**config.mk**
```make
export PLATFORM = sky130hd
export DESIGN_NAME = vbuf_addr_gen
export DESIGN_NICKNAME = d
export VERILOG_FILES = /design/src/rtl/vbuf_pkg.sv /design/src/rtl/vbuf_evt_dec.sv /design/src/rtl/vbuf_line_track.sv /design/src/rtl/vbuf_word_track.sv /design/src/rtl/vbuf_window_gate.sv /design/src/rtl/vbuf_addr_gen.sv
export SDC_FILE = /design/constraint.sdc
export NUM_CORES = 1
export LEC_CHECK = 0
export ABC_AREA = 1
export CAP_MARGIN = 30
export CORE_UTILIZATION = 55
export DETAILED_ROUTE_END_ITERATION = 12
export DONT_BUFFER_PORTS = 1
export PLACE_DENSITY = 0.7
export SLEW_MARGIN = 15
export SYNTH_ARGS = -nofsm -noshare
export SYNTH_HDL_FRONTEND = slang
export SYNTH_SLANG_ARGS = --single-unit
```
**constraint.sdc**
```tcl
create_clock -name clk_i -period 6.98 [get_ports clk_i]
set_clock_uncertainty 0.05 [all_clocks]
set_input_delay 0.698 -clock clk_i [delete_from_list [all_inputs] [get_ports clk_i]]
set_output_delay 0.698 -clock clk_i [all_outputs]
set_load 0.02 [all_outputs]
```
**src/rtl/vbuf_pkg.sv**
```systemverilog
package vbuf_pkg;
  localparam int unsigned ADDR_W     = 32;
  localparam int unsigned SIZE_W     = 21;
  localparam int unsigned STRIDE_W   = 13;
  localparam int unsigned VIS_W      = 12;
  localparam int unsigned WORD_BYTES = 4;

  typedef enum logic [1:0] {
    EV_NONE  = 2'd0,
    EV_FRAME = 2'd1,
    EV_LINE  = 2'd2,
    EV_WORD  = 2'd3
  } vbuf_ev_e;
endpackage

```
**src/rtl/vbuf_evt_dec.sv**
```systemverilog
module vbuf_evt_dec
  import vbuf_pkg::*;
(
  input  logic     frame_start_i,
  input  logic     line_start_i,
  input  logic     word_valid_i,
  output vbuf_ev_e ev_o
);
  // frame > line > word
  always_comb begin
    if (frame_start_i)     ev_o = EV_FRAME;
    else if (line_start_i) ev_o = EV_LINE;
    else if (word_valid_i) ev_o = EV_WORD;
    else                   ev_o = EV_NONE;
  end
endmodule

```
**src/rtl/vbuf_line_track.sv**
```systemverilog
module vbuf_line_track
  import vbuf_pkg::*;
#(
  parameter int unsigned SIZE_W   = vbuf_pkg::SIZE_W,
  parameter int unsigned STRIDE_W = vbuf_pkg::STRIDE_W,
  localparam int unsigned REL_W   = SIZE_W + 1
) (
  input  logic                clk_i,
  input  logic                rst_ni,
  input  vbuf_ev_e            ev_i,
  input  logic [STRIDE_W-1:0] stride_i,
  input  logic [SIZE_W-1:0]   size_eff_i,
  output logic [REL_W-1:0]    base_o
);
  logic [REL_W-1:0] base_q;
  logic             armed_q;

  // base stops once past the window, so REL_W never wraps
  always_ff @(posedge clk_i or negedge rst_ni) begin
    if (!rst_ni) begin
      base_q  <= '0;
      armed_q <= 1'b1;
    end else begin
      unique case (ev_i)
        EV_FRAME: begin
          base_q  <= '0;
          armed_q <= 1'b1;
        end
        EV_LINE: begin
          if (armed_q) armed_q <= 1'b0;
          else if (base_q < REL_W'(size_eff_i)) base_q <= base_q + REL_W'(stride_i);
        end
        default: ;
      endcase
    end
  end

  assign base_o = base_q;
endmodule

```
**src/rtl/vbuf_word_track.sv**
```systemverilog
module vbuf_word_track
  import vbuf_pkg::*;
#(
  parameter int unsigned VIS_W = vbuf_pkg::VIS_W,
  localparam int unsigned OFS_W = VIS_W + 1
) (
  input  logic             clk_i,
  input  logic             rst_ni,
  input  vbuf_ev_e         ev_i,
  input  logic [VIS_W-1:0] vis_bytes_i,
  output logic [OFS_W-1:0] ofs_o,
  output logic             vis_ok_o
);
  logic [OFS_W-1:0] ofs_q;

  assign vis_ok_o = ofs_q < OFS_W'(vis_bytes_i);

  // offset halts at the visible limit: dropped words do not advance it
  always_ff @(posedge clk_i or negedge rst_ni) begin
    if (!rst_ni) begin
      ofs_q <= '0;
    end else begin
      unique case (ev_i)
        EV_FRAME, EV_LINE: ofs_q <= '0;
        EV_WORD: if (vis_ok_o) ofs_q <= ofs_q + OFS_W'(WORD_BYTES);
        default: ;
      endcase
    end
  end

  assign ofs_o = ofs_q;
endmodule

```
**src/rtl/vbuf_window_gate.sv**
```systemverilog
module vbuf_window_gate
  import vbuf_pkg::*;
#(
  parameter int unsigned ADDR_W = vbuf_pkg::ADDR_W,
  parameter int unsigned SIZE_W = vbuf_pkg::SIZE_W,
  parameter int unsigned VIS_W  = vbuf_pkg::VIS_W,
  localparam int unsigned REL_W = SIZE_W + 1,
  localparam int unsigned OFS_W = VIS_W + 1,
  localparam int unsigned SUM_W = REL_W + 1
) (
  input  logic              clk_i,
  input  logic              rst_ni,
  input  vbuf_ev_e          ev_i,
  input  logic [ADDR_W-1:0] start_i,
  input  logic [SIZE_W-1:0] size_eff_i,
  input  logic [REL_W-1:0]  base_i,
  input  logic [OFS_W-1:0]  ofs_i,
  input  logic              vis_ok_i,
  output logic [ADDR_W-1:0] addr_o,
  output logic              en_o
);
  logic [SUM_W-1:0]  rel;
  logic              in_win;
  logic [ADDR_W-1:0] abs_addr;
  logic [ADDR_W-1:0] addr_q;
  logic              en_q;
  logic              unused_lsb;

  assign rel        = SUM_W'(base_i) + SUM_W'(ofs_i);
  assign in_win     = rel < SUM_W'(size_eff_i);
  assign abs_addr   = {start_i[ADDR_W-1:2], 2'b00} + ADDR_W'(rel);
  assign unused_lsb = ^abs_addr[1:0];

  always_ff @(posedge clk_i or negedge rst_ni) begin
    if (!rst_ni) begin
      addr_q <= '0;
      en_q   <= 1'b0;
    end else if (ev_i == EV_WORD) begin
      addr_q <= {abs_addr[ADDR_W-1:2], 2'b00};
      en_q   <= vis_ok_i & in_win;
    end else begin
      en_q   <= 1'b0;
    end
  end

  assign addr_o = addr_q;
  assign en_o   = en_q;
endmodule

```
**src/rtl/vbuf_addr_gen.sv**
```systemverilog
module vbuf_addr_gen
  import vbuf_pkg::*;
#(
  parameter int unsigned ADDR_W   = vbuf_pkg::ADDR_W,
  parameter int unsigned SIZE_W   = vbuf_pkg::SIZE_W,
  parameter int unsigned STRIDE_W = vbuf_pkg::STRIDE_W,
  parameter int unsigned VIS_W    = vbuf_pkg::VIS_W
) (
  input  logic                clk_i,
  input  logic                rst_ni,
  input  logic [ADDR_W-1:0]   start_addr_i,
  input  logic [SIZE_W-1:0]   buf_size_i,
  input  logic [STRIDE_W-1:0] line_stride_i,
  input  logic [VIS_W-1:0]    vis_bytes_i,
  input  logic                frame_start_i,
  input  logic                line_start_i,
  input  logic                word_valid_i,
  output logic [ADDR_W-1:0]   wr_addr_o,
  output logic                wr_en_o
);
  localparam int unsigned REL_W = SIZE_W + 1;
  localparam int unsigned OFS_W = VIS_W + 1;

  vbuf_ev_e          ev;
  logic [SIZE_W-1:0] size_eff;
  logic [REL_W-1:0]  line_base;
  logic [OFS_W-1:0]  line_ofs;
  logic              vis_ok;
  logic              unused_size_lsb;

  assign size_eff        = {buf_size_i[SIZE_W-1:2], 2'b00};
  assign unused_size_lsb = ^buf_size_i[1:0];

  vbuf_evt_dec u_dec (
    .frame_start_i (frame_start_i),
    .line_start_i  (line_start_i),
    .word_valid_i  (word_valid_i),
    .ev_o          (ev)
  );

  vbuf_line_track #(.SIZE_W(SIZE_W), .STRIDE_W(STRIDE_W)) u_line (
    .clk_i      (clk_i),
    .rst_ni     (rst_ni),
    .ev_i       (ev),
    .stride_i   (line_stride_i),
    .size_eff_i (size_eff),
    .base_o     (line_base)
  );

  vbuf_word_track #(.VIS_W(VIS_W)) u_word (
    .clk_i       (clk_i),
    .rst_ni      (rst_ni),
    .ev_i        (ev),
    .vis_bytes_i (vis_bytes_i),
    .ofs_o       (line_ofs),
    .vis_ok_o    (vis_ok)
  );

  vbuf_window_gate #(.ADDR_W(ADDR_W), .SIZE_W(SIZE_W), .VIS_W(VIS_W)) u_gate (
    .clk_i      (clk_i),
    .rst_ni     (rst_ni),
    .ev_i       (ev),
    .start_i    (start_addr_i),
    .size_eff_i (size_eff),
    .base_i     (line_base),
    .ofs_i      (line_ofs),
    .vis_ok_i   (vis_ok),
    .addr_o     (wr_addr_o),
    .en_o       (wr_en_o)
  );
endmodule

```
# Word level (Yosys, flattened, before mapping)
# Index checks and enable logic that the tools add are counted.
[op_classes]
add_sub_neg = 4
n_mul = 0
n_div = 0
magnitude_cmp = 3
n_eq_ne = 6
n_shift = 0
mux = 10
bitwise_logic = 1
reduce_logical = 5
[ops]
columns = ["op", "count"]
rows = [
  ["$mux W22", 2],
  ["$pmux W22 S2", 1],
  ["$add A32 B23 Y32", 1],
  ["$pmux W13 S2", 1],
  ["$add A22 B13 Y23", 1],
  ["$lt A23 B21 Y1", 1],
  ["$add A22 B13 Y22", 1],
  ["$lt A22 B21 Y1", 1],
  ["$add A13 B3 Y13 const B", 1],
  ["$lt A13 B12 Y1", 1],
  ["$mux W13", 1],
  ["$mux W2", 3],
  ["$eq A2 B2 Y1 const B", 2],
  ["$ne A2 B1 Y1 const B", 2],
  ["$reduce_bool A2 Y1", 2],
  ["$reduce_and A3 Y1", 1],
  ["$eq A2 B1 Y1 const B", 1],
  ["$ne A2 B2 Y1 const B", 1],
  ["$pmux W1 S2", 1],
  ["$reduce_and A2 Y1", 1],
  ["$reduce_or A2 Y1", 1],
  ["$and A1 B1 Y1", 1],
  ["$mux W1", 1],
]
[totals]
register_bits = 67
latchBits = 0
ram_bits = 0
rom_bits = 0
inputBits = 83
output_inout_bits = 33
elab_cells = 34
mem_count = 0

# Depth between registers and ports, before layout
# Gate-level depths: netlist (run 1).
[logic_depth]
ltp_word = 7
ltp_mapped = 24
ltp_nobuf = 24

# By module
# From an unflattened synthesis (run 1), not the netlist that was laid out.
[hier_totals]
cells_unflattened = 1356
hier_area_um2 = 8262.9
[modules_own_cells]
columns = ["mod", "instances", "cells_each", "area_per_inst_um2", "seq_area_each_um2"]
rows = [
  ["vbuf_window_gate", 1, 794, 4596.9, 775.7],
  ["vbuf_line_track", 1, 393, 2567.5, 576.8],
  ["vbuf_word_track", 1, 162, 1072.3, 275.3],
  ["vbuf_evt_dec", 1, 6, 22.5, 0.0],
  ["vbuf_addr_gen", 1, 1, 3.8, 0.0],
]

# Least setup slack after synthesis (run 1)
# OpenSTA, ideal clock, no wires.
[synth_timing]
kind = "reg-to-reg"
from = "reg u_line.base_q[3] (netlist: u_line.base_o[3])"
to = "reg u_gate.addr_q[30] (netlist: u_gate.addr_o[30])"
setup_ps = 118
arrival_ps = 2798
t_required_ps = 6812
path_slack_ps = 4014
path_stages_with_launch = 21
path_buffers = 0
synth_period_minus_slack_ps = 2966
cell_sequence = "dfrtp_1 > ha_1 > nand2_1 > nand2_1 > nand2_1 > inv_1 > nor2_1 > inv_1 > a21oi_1 > o21ai_0 > xor2_1 > ha_1 > nand2_1 > nor2_1 > nand3_1 > nand3_1 > nand2_1 > nand2_1 > nand2_1 > nand3_1 > nand2_1"
[synth_between]
elab_chain_cells = 2
[synth_rtl]
columns = ["element", "line_no", "rtl"]
rows = [
  ["from (decl)", "vbuf_line_track.sv:15", "logic [REL_W-1:0] base_q;"],
  ["from (signal assigned)", "vbuf_line_track.sv:31", "else if (base_q < REL_W'(size_eff_i)) base_q <= base_q + REL_W'(stride_i);"],
  ["$add A22 B13 Y23", "vbuf_window_gate.sv:29", "assign rel = SUM_W'(base_i) + SUM_W'(ofs_i);"],
  ["$add A32 B23 Y32", "vbuf_window_gate.sv:31", "assign abs_addr = {start_i[ADDR_W-1:2], 2'b00} + ADDR_W'(rel);"],
  ["to (signal assigned)", "vbuf_window_gate.sv:39", "addr_q <= {abs_addr[ADDR_W-1:2], 2'b00};"],
  ["to (decl)", "vbuf_window_gate.sv:25", "logic [ADDR_W-1:0] addr_q;"],
]
# No other way between the ends.
# A chain may end at the register's enable or synchronous reset.

# Worst setup path in the final report (run 1)
[layout_timing]
from = "reg u_word.ofs_q[3] (netlist: u_word.ofs_o[3])"
to = "reg u_gate.addr_q[19] (netlist: u_gate.addr_o[19])"
[layout_between]
elab_chain_cells = 2
[layout_rtl]
columns = ["element", "line_no", "rtl"]
rows = [
  ["from (decl)", "vbuf_word_track.sv:14", "logic [OFS_W-1:0] ofs_q;"],
  ["from (signal assigned)", "vbuf_word_track.sv:25", "EV_WORD: if (vis_ok_o) ofs_q <= ofs_q + OFS_W'(WORD_BYTES);"],
  ["$add A22 B13 Y23", "vbuf_window_gate.sv:29", ""],
  ["$add A32 B23 Y32", "vbuf_window_gate.sv:31", ""],
]
# No other way between the ends.

==> summary.md, run 1 <==
| Metric | Value |
|---|---|
| Die area | `0.0142 mm2` |
| Largest net degree at the start of global routing | `65` |
| Final #Nets | `1,397` |
| WP data required | `7.17 ns` |
| VDD IR-drop max | `0.107 mV` |
| Setup ws final | `3.39 ns` |
| Static Leak | `4.61 nW` |
| CTS Buf Count | `9` |
| Num ports | `116` |
| Cell Area, Synth | `0.00757 mm2` |
| Die W | `119 um` |
| Clock edge transition at the registers on the reported setup and hold paths | `0.06 ns` |
| #FFs+latches synth | `65` |
| Clock sinks | `65` |
| Synth Instances | `1,218` |
| Post-CTS Resized | `0` |
| Fmax | `0.279 GHz` |
| Syn avg cell area | `6.21 um2` |
| Final setup viols | `0` |
| Core area | `0.0133 mm2` |
| Layout cells sized above 1 | `3.28%` |
| Sequential fraction of the synthesis area | `21.5%` |
| Max transition margin | `41.0%` |
| Slew Limit Fails | `0` |
| Kind of critical path | `reg2reg` |
| First-pass GRT wire length | `34,800 um` |
| DRC errors left | `0` |
| Diodes inserted | `0` |
| All-Layer GR Usage | `31.4%` |
| Worst slack at placement | `3.47 ns` |
| Worst-path fanout max | `5` |
| PortBufs | `0` |
| Via/cell ratio | `5.39` |
| Area Overhead vs Synth | `6.25%` |
| Initial core utilization | `56.7%` |
| Endpoints failing hold | `0` |
| # Max-Cap Violations | `0` |
| Critical Path Start Type | `flip-flop` |
| Most frequent cells in the layout | `nand2_1, inv_1, nand3_1, ha_1, nor2_1` |
| CP Cell Sequence | `ha_1 > nand2_1 > nand2_1 > nand2_1 > inv_1 > nor2_1 > inv_1 > nand3_1 > nand3_1 > nand2_1 > xor2_1 > ha_1 > nand2_1 > nor2_1 > inv_1 > nor2_1 > nand4_1 > nand3_1 > nand2_1 > nand3_1 > nand2_1` |
| Post-route setup TNS | `0 ns` |
| Drt first-iter violations | `711` |
| P per Cell Area | `173 mW/mm2` |
| EDFF count, synth | `0` |
| Hold Path Class | `in2async` |
| Crit path capture type | `flip-flop` |
| H-tree levels | `3` |
| Post-synthesis cell type count | `43` |
| Site row count | `42` |
| Clk buf depth | `2` |
| Vias in the first global route | `6,889` |
| Global route overflow | `0` |
| Final WL | `21,300 um` |
| Period utilization | `51.4%` |
| Period minus WS final | `3.59 ns` |
| Crit path DAT | `3.78 ns` |
| Initial antenna violation count | `0` |
| First-pass iteration count of the detailed router | `6` |
| Slowest CP cell | `dfrtp_1` |
| Ys async rst share | `100%` |
| GP Congestion | `0.945` |
| Warnings, synthesis | `0` |
| Outcome | `complete, no violations` |
| Most common cell after layout, fill and taps aside | `nand2_1` |
| Chip Height | `119 um` |
| CP max stage delay | `0.45 ns` |
| Worst-Margin Slew | `0.886 ns` |
| CP dominant cell by count | `nand2_1` |
| DRT antenna net count | `0` |
| Primary FF master, synth | `dfrtp_1` |
| Clk Latency, worst-skew pair | `0.35 ns` |
| DP Wirelength | `17,200 um` |
| CTS root buffer | `clkbuf_16` |
| Hold buffers post-CTS | `1` |
| Fillers | `1,305` |
| Via count | `7,529` |
| Wire per inst | `15.2 um` |
| Setup Fix Bufs, Post-CTS | `0` |
| RSZ-0062 raised after global routing | `no` |
| CTS tree | `done` |
kinds of logic (layout without fill, tap and decap cells):
group,Yosys count,count (layout),share of synthesized area [%]
XOR/XNOR,30,30,3.47
adder cells (fa/ha/maj),99,99,16.6
flip-flops,65,65,21.5
buffers and inverters,205,206,10.7
other,1,2,0.0496
AND/OR/NAND/NOR,685,685,38.2
AO/OA/AOI/OAI,133,133,9.49
registers in the layout, summed over array words and instances (netlist names):
register        flops
u_gate.addr_o      30
u_line.base_o      22
u_word.ofs_o       11
u_gate.en_o         1
u_line.armed_q      1
metal layers:
layer,part of all wire [%],track usage (%),up-vias
li1,-,-,3917
met1,47,45.2,3298
met2,43,47.7,293
met3,9.1,5.65,21
met4,1.6,8.94,0
met5,0,0,-
cell usage after synthesis, drive strengths merged, types with 3 or more instances:
| library cell | number | area, um2 |
|---|---|---|
| a21oi | 66 | 342 |
| and2 | 4 | 25.0 |
| buf | 9 | 76.3 |
| clkbuf | 9 | 33.8 |
| dfrtp | 64 | 1600 |
| ha | 97 | 1210 |
| inv | 186 | 698 |
| nand2 | 428 | 1620 |
| nand3 | 98 | 495 |
| nand3b | 8 | 60.1 |
| nand4 | 29 | 181 |
| nor2 | 98 | 398 |
| nor3 | 17 | 90.1 |
| o21ai | 51 | 259 |
| o21bai | 4 | 30.0 |
| o22ai | 3 | 18.8 |
| xnor2 | 20 | 175 |
| xor2 | 10 | 87.6 |
area by class of cell:
class,instances,area [um2],share of cell area [%]
Tap cell,176,220,2.74
Clock inverter,7,71.3,0.887
Clock buffer,9,225,2.80
Inverter,187,702,8.73
Multi-Input combinational cell,949,5130,63.8
Timing Repair Buffer,3,62.6,0.778
Sequential cell,65,1630,20.2
worst paths after layout:
path                            startpoint           endpoint  slack (ns)  cells after the start
setup / recovery           u_word.ofs_o[3]  u_gate.addr_o[19]        3.39                     21
hold / removal                      rst_ni     u_line.armed_q        0.14                      0
setup reg to reg           u_word.ofs_o[3]  u_gate.addr_o[19]        3.39                     21
hold reg to reg             u_line.armed_q     u_line.armed_q        0.42                      2
max in group asynchronous           rst_ni   u_gate.addr_o[2]        6.42                      1
min in group clk_i          u_line.armed_q     u_line.armed_q        0.42                      2
report_power, final:
group / internal (W) / total (W) / switching, W
logic: 0.000138 / 0.000398 / 0.000260
registers: 0.000430 / 0.000529 / 0.0000984
clock network: 0.000276 / 0.000463 / 0.000187
total: 0.000843 / 0.00139 / 0.000546
worst max-delay path, delay by kind of cell, from the launching register on:
family,cells,cell delay [ns]
adders and majority gates,2,0.57
xor gates and xnor gates,1,0.27
buffers and inverters,3,0.23
and+or+nand+nor,15,1.90
DFF,1,0.45
through the flow:
| stage | instance area [um2] | hold slack [ns] | total power (W) | std cells | util, % |
|---|---|---|---|---|---|
| detailed placement | 7710 | 0.355 | 0.000918 | 1379 | 57.8 |
| CTS | 8040 | 0.132 | 0.00139 | 1396 | 60.2 |
| global route | 8040 | 0.135 | 0.00147 | 1396 | 60.2 |
| floorplan | 7570 | 0.352 | 0.000824 | 1219 | - |
| finish | 8040 | 0.139 | 0.00139 | 1396 | 60.2 |
| global placement | 7690 | 0.355 | 0.000908 | 1378 | 57.6 |
No activity file was read; power rests on OpenSTA's default activity.
==> run 2: changes to the inputs <==
==> constraint.sdc (replaced) <==
create_clock -name clk_i -period 3.6 [get_ports clk_i]
set_clock_uncertainty 0.05 [all_clocks]
set_input_delay 0.36 -clock clk_i [delete_from_list [all_inputs] [get_ports clk_i]]
set_output_delay 0.36 -clock clk_i [all_outputs]
set_load 0.02 [all_outputs]
==> summary.md, run 2 (synthesis results as in run 1) <==
| Metric | Value |
|---|---|
| Outcome | `complete, no violations` |
| Multi-input logic area | `0.00529 mm2` |
| Worst-path fanout max | `5` |
| RSZ-0062 raised after global routing | `yes` |
| Vias in the first global route | `6,951` |
| Drt first-iter violations | `579` |
| PortBufs | `0` |
| CTS tree | `done` |
| Area Overhead vs Synth | `9.92%` |
| Final #Nets | `1,411` |
| Min-delay src | `start_addr_i[30]` |
| Slew Limit Fails | `0` |
| WP data required | `3.79 ns` |
| Largest net degree at the start of global routing | `66` |
| Static Leak | `4.67 nW` |
| DP Area | `0.00778 mm2` |
| Site row count | `42` |
| CTS Buf Count | `9` |
| VDD IR-drop max | `0.219 mV` |
| Crit path capture type | `flip-flop` |
| Critical Path Start Type | `flip-flop` |
| Initial antenna violation count | `0` |
| Die area | `0.0142 mm2` |
| Via count | `7,604` |
| Most frequent cells in the layout | `nand2_1, inv_1, nand3_1, ha_1, nor2_1` |
| Crit path DAT | `3.57 ns` |
| Register Area | `0.00163 mm2` |
| Max reg flops | `30` |
| Clk buf depth | `2` |
| Kind of critical path | `reg2reg` |
| Chip Height | `119 um` |
| Fillers | `1,336` |
| First-pass GRT wire length | `35,100 um` |
| Period utilization | `93.9%` |
| Clock edge transition at the registers on the reported setup and hold paths | `0.06 ns` |
| P per Cell Area | `339 mW/mm2` |
| Wire per inst | `15.6 um` |
| Num ports | `116` |
| Hold Slack | `0.129 ns` |
| Diodes inserted | `0` |
| GP Congestion | `0.931` |
| Period minus WS final | `3.38 ns` |
| Worst r2r dst | `u_gate.addr_o[18]` |
| Hold Path Class | `in2reg` |
| Core area | `0.0133 mm2` |
| Final setup viols | `0` |
| WHS Endpoint | `u_gate.addr_o[30]` |
| CTS root buffer | `clkbuf_16` |
| Worst-Margin Slew | `0.828 ns` |
| Endpoints failing hold | `0` |
| RR Startpoint | `u_line.base_o[3]` |
| DRC errors left | `0` |
| Via/cell ratio | `5.39` |
| Most common cell after layout, fill and taps aside | `nand2_1` |
| Die W | `119 um` |
| Final WL | `21,900 um` |
| Layout cells sized above 1 | `6.56%` |
| DP Wirelength | `17,500 um` |
| Design area | `0.00832 mm2` |
| H-tree levels | `3` |
| Internal reg-to-reg setup slack | `0.22 ns` |
| DRT antenna net count | `0` |
| Global route overflow | `0` |
| All-Layer GR Usage | `31.7%` |
| Hold path depth | `3` |
| R2r worst-path depth | `20` |
| Clk Latency, worst-skew pair | `0.35 ns` |
| First-pass iteration count of the detailed router | `6` |
| Clock sinks | `65` |
| # Max-Cap Violations | `0` |
| Initial core utilization | `56.7%` |
| Fmax | `0.296 GHz` |
| Max transition margin | `44.7%` |
## run 2: report_power, final
part | switching (W) | internal (W)
registers | 0.000185 | 0.000834
logic | 0.000524 | 0.000285
clock network | 0.000366 | 0.000626
total | 0.00108 | 0.00174
## run 2: final cells by class
type | instances | area share, %
clock buffers | 10 | 2.87
inverters | 187 | 8.44
repair buffers | 17 | 1.81
clock inverters | 6 | 1.10
flip-flops and latches | 65 | 19.6
well taps | 176 | 2.65
multi-input cells | 949 | 63.5
## run 2: stage by stage
step	TNS, ns	power, W	utilization (%)	instances	worst slack, ns
2_1_floorplan	0	0.00160	-	1219	0.634
3_3_place_gp	0	0.00178	58.3	1390	0.193
3_5_place_dp	0	0.00179	58.3	1390	0.161
4_1_cts	0	0.00281	61.0	1408	0.132
5_1_grt	-0.106	0.00298	62.3	1410	-0.0239
6_report	0	0.00282	62.3	1410	0.220
## run 2: worst max-delay path by stage
stage	startpoint	endpoint	slack, ns	cells past startpoint
after CTS	u_line.base_o[3]	u_gate.addr_o[19]	0.13	21
after floorplan	u_line.base_o[3]	u_gate.addr_o[30]	0.63	20
after global placement	u_line.base_o[3]	u_gate.addr_o[30]	0.19	20
final	u_line.base_o[3]	u_gate.addr_o[18]	0.22	20
after global routing	u_line.base_o[3]	u_gate.addr_o[27]	-0.02	19
after detailed placement	u_line.base_o[3]	u_gate.addr_o[19]	0.16	21
## run 2: routing by layer
metal / wire [um] / GRT usage (%) / up-vias / share of wire (%)
li1: - / - / 3930 / -
met1: 10400 / 45.4 / 3408 / 48
met2: 9520 / 48.5 / 243 / 43
met3: 1610 / 4.98 / 23 / 7.3
met4: 368 / 10.1 / 0 / 1.7
met5: 0 / 0 / - / 0
## run 2: worst max-delay path, stage by stage, from the launching register on
cell and delay [ns]:
dfrtp_1 0.42, ha_1 0.33, nand2_1 0.08, nand2_1 0.11, nand2_1 0.08, inv_1 0.03
nor2_1 0.14, inv_1 0.10, a21oi_2 0.17, o21ai_0 0.12, xor2_1 0.21, ha_1 0.39
nand2_1 0.18, nor2_4 0.16, nand3_1 0.10, nand3_1 0.19, nand2_1 0.15, nand2_1 0.09
nand2_1 0.05, nand3_1 0.06, nand2_1 0.05
## run 2: what timing repair did
action	4_1_cts	5_1_grt
resized for setup	0	32
endpoints found under the setup margin	0	18
hold buffers	2	0
buffers inserted	0	2
endpoints found under the hold margin	65	0
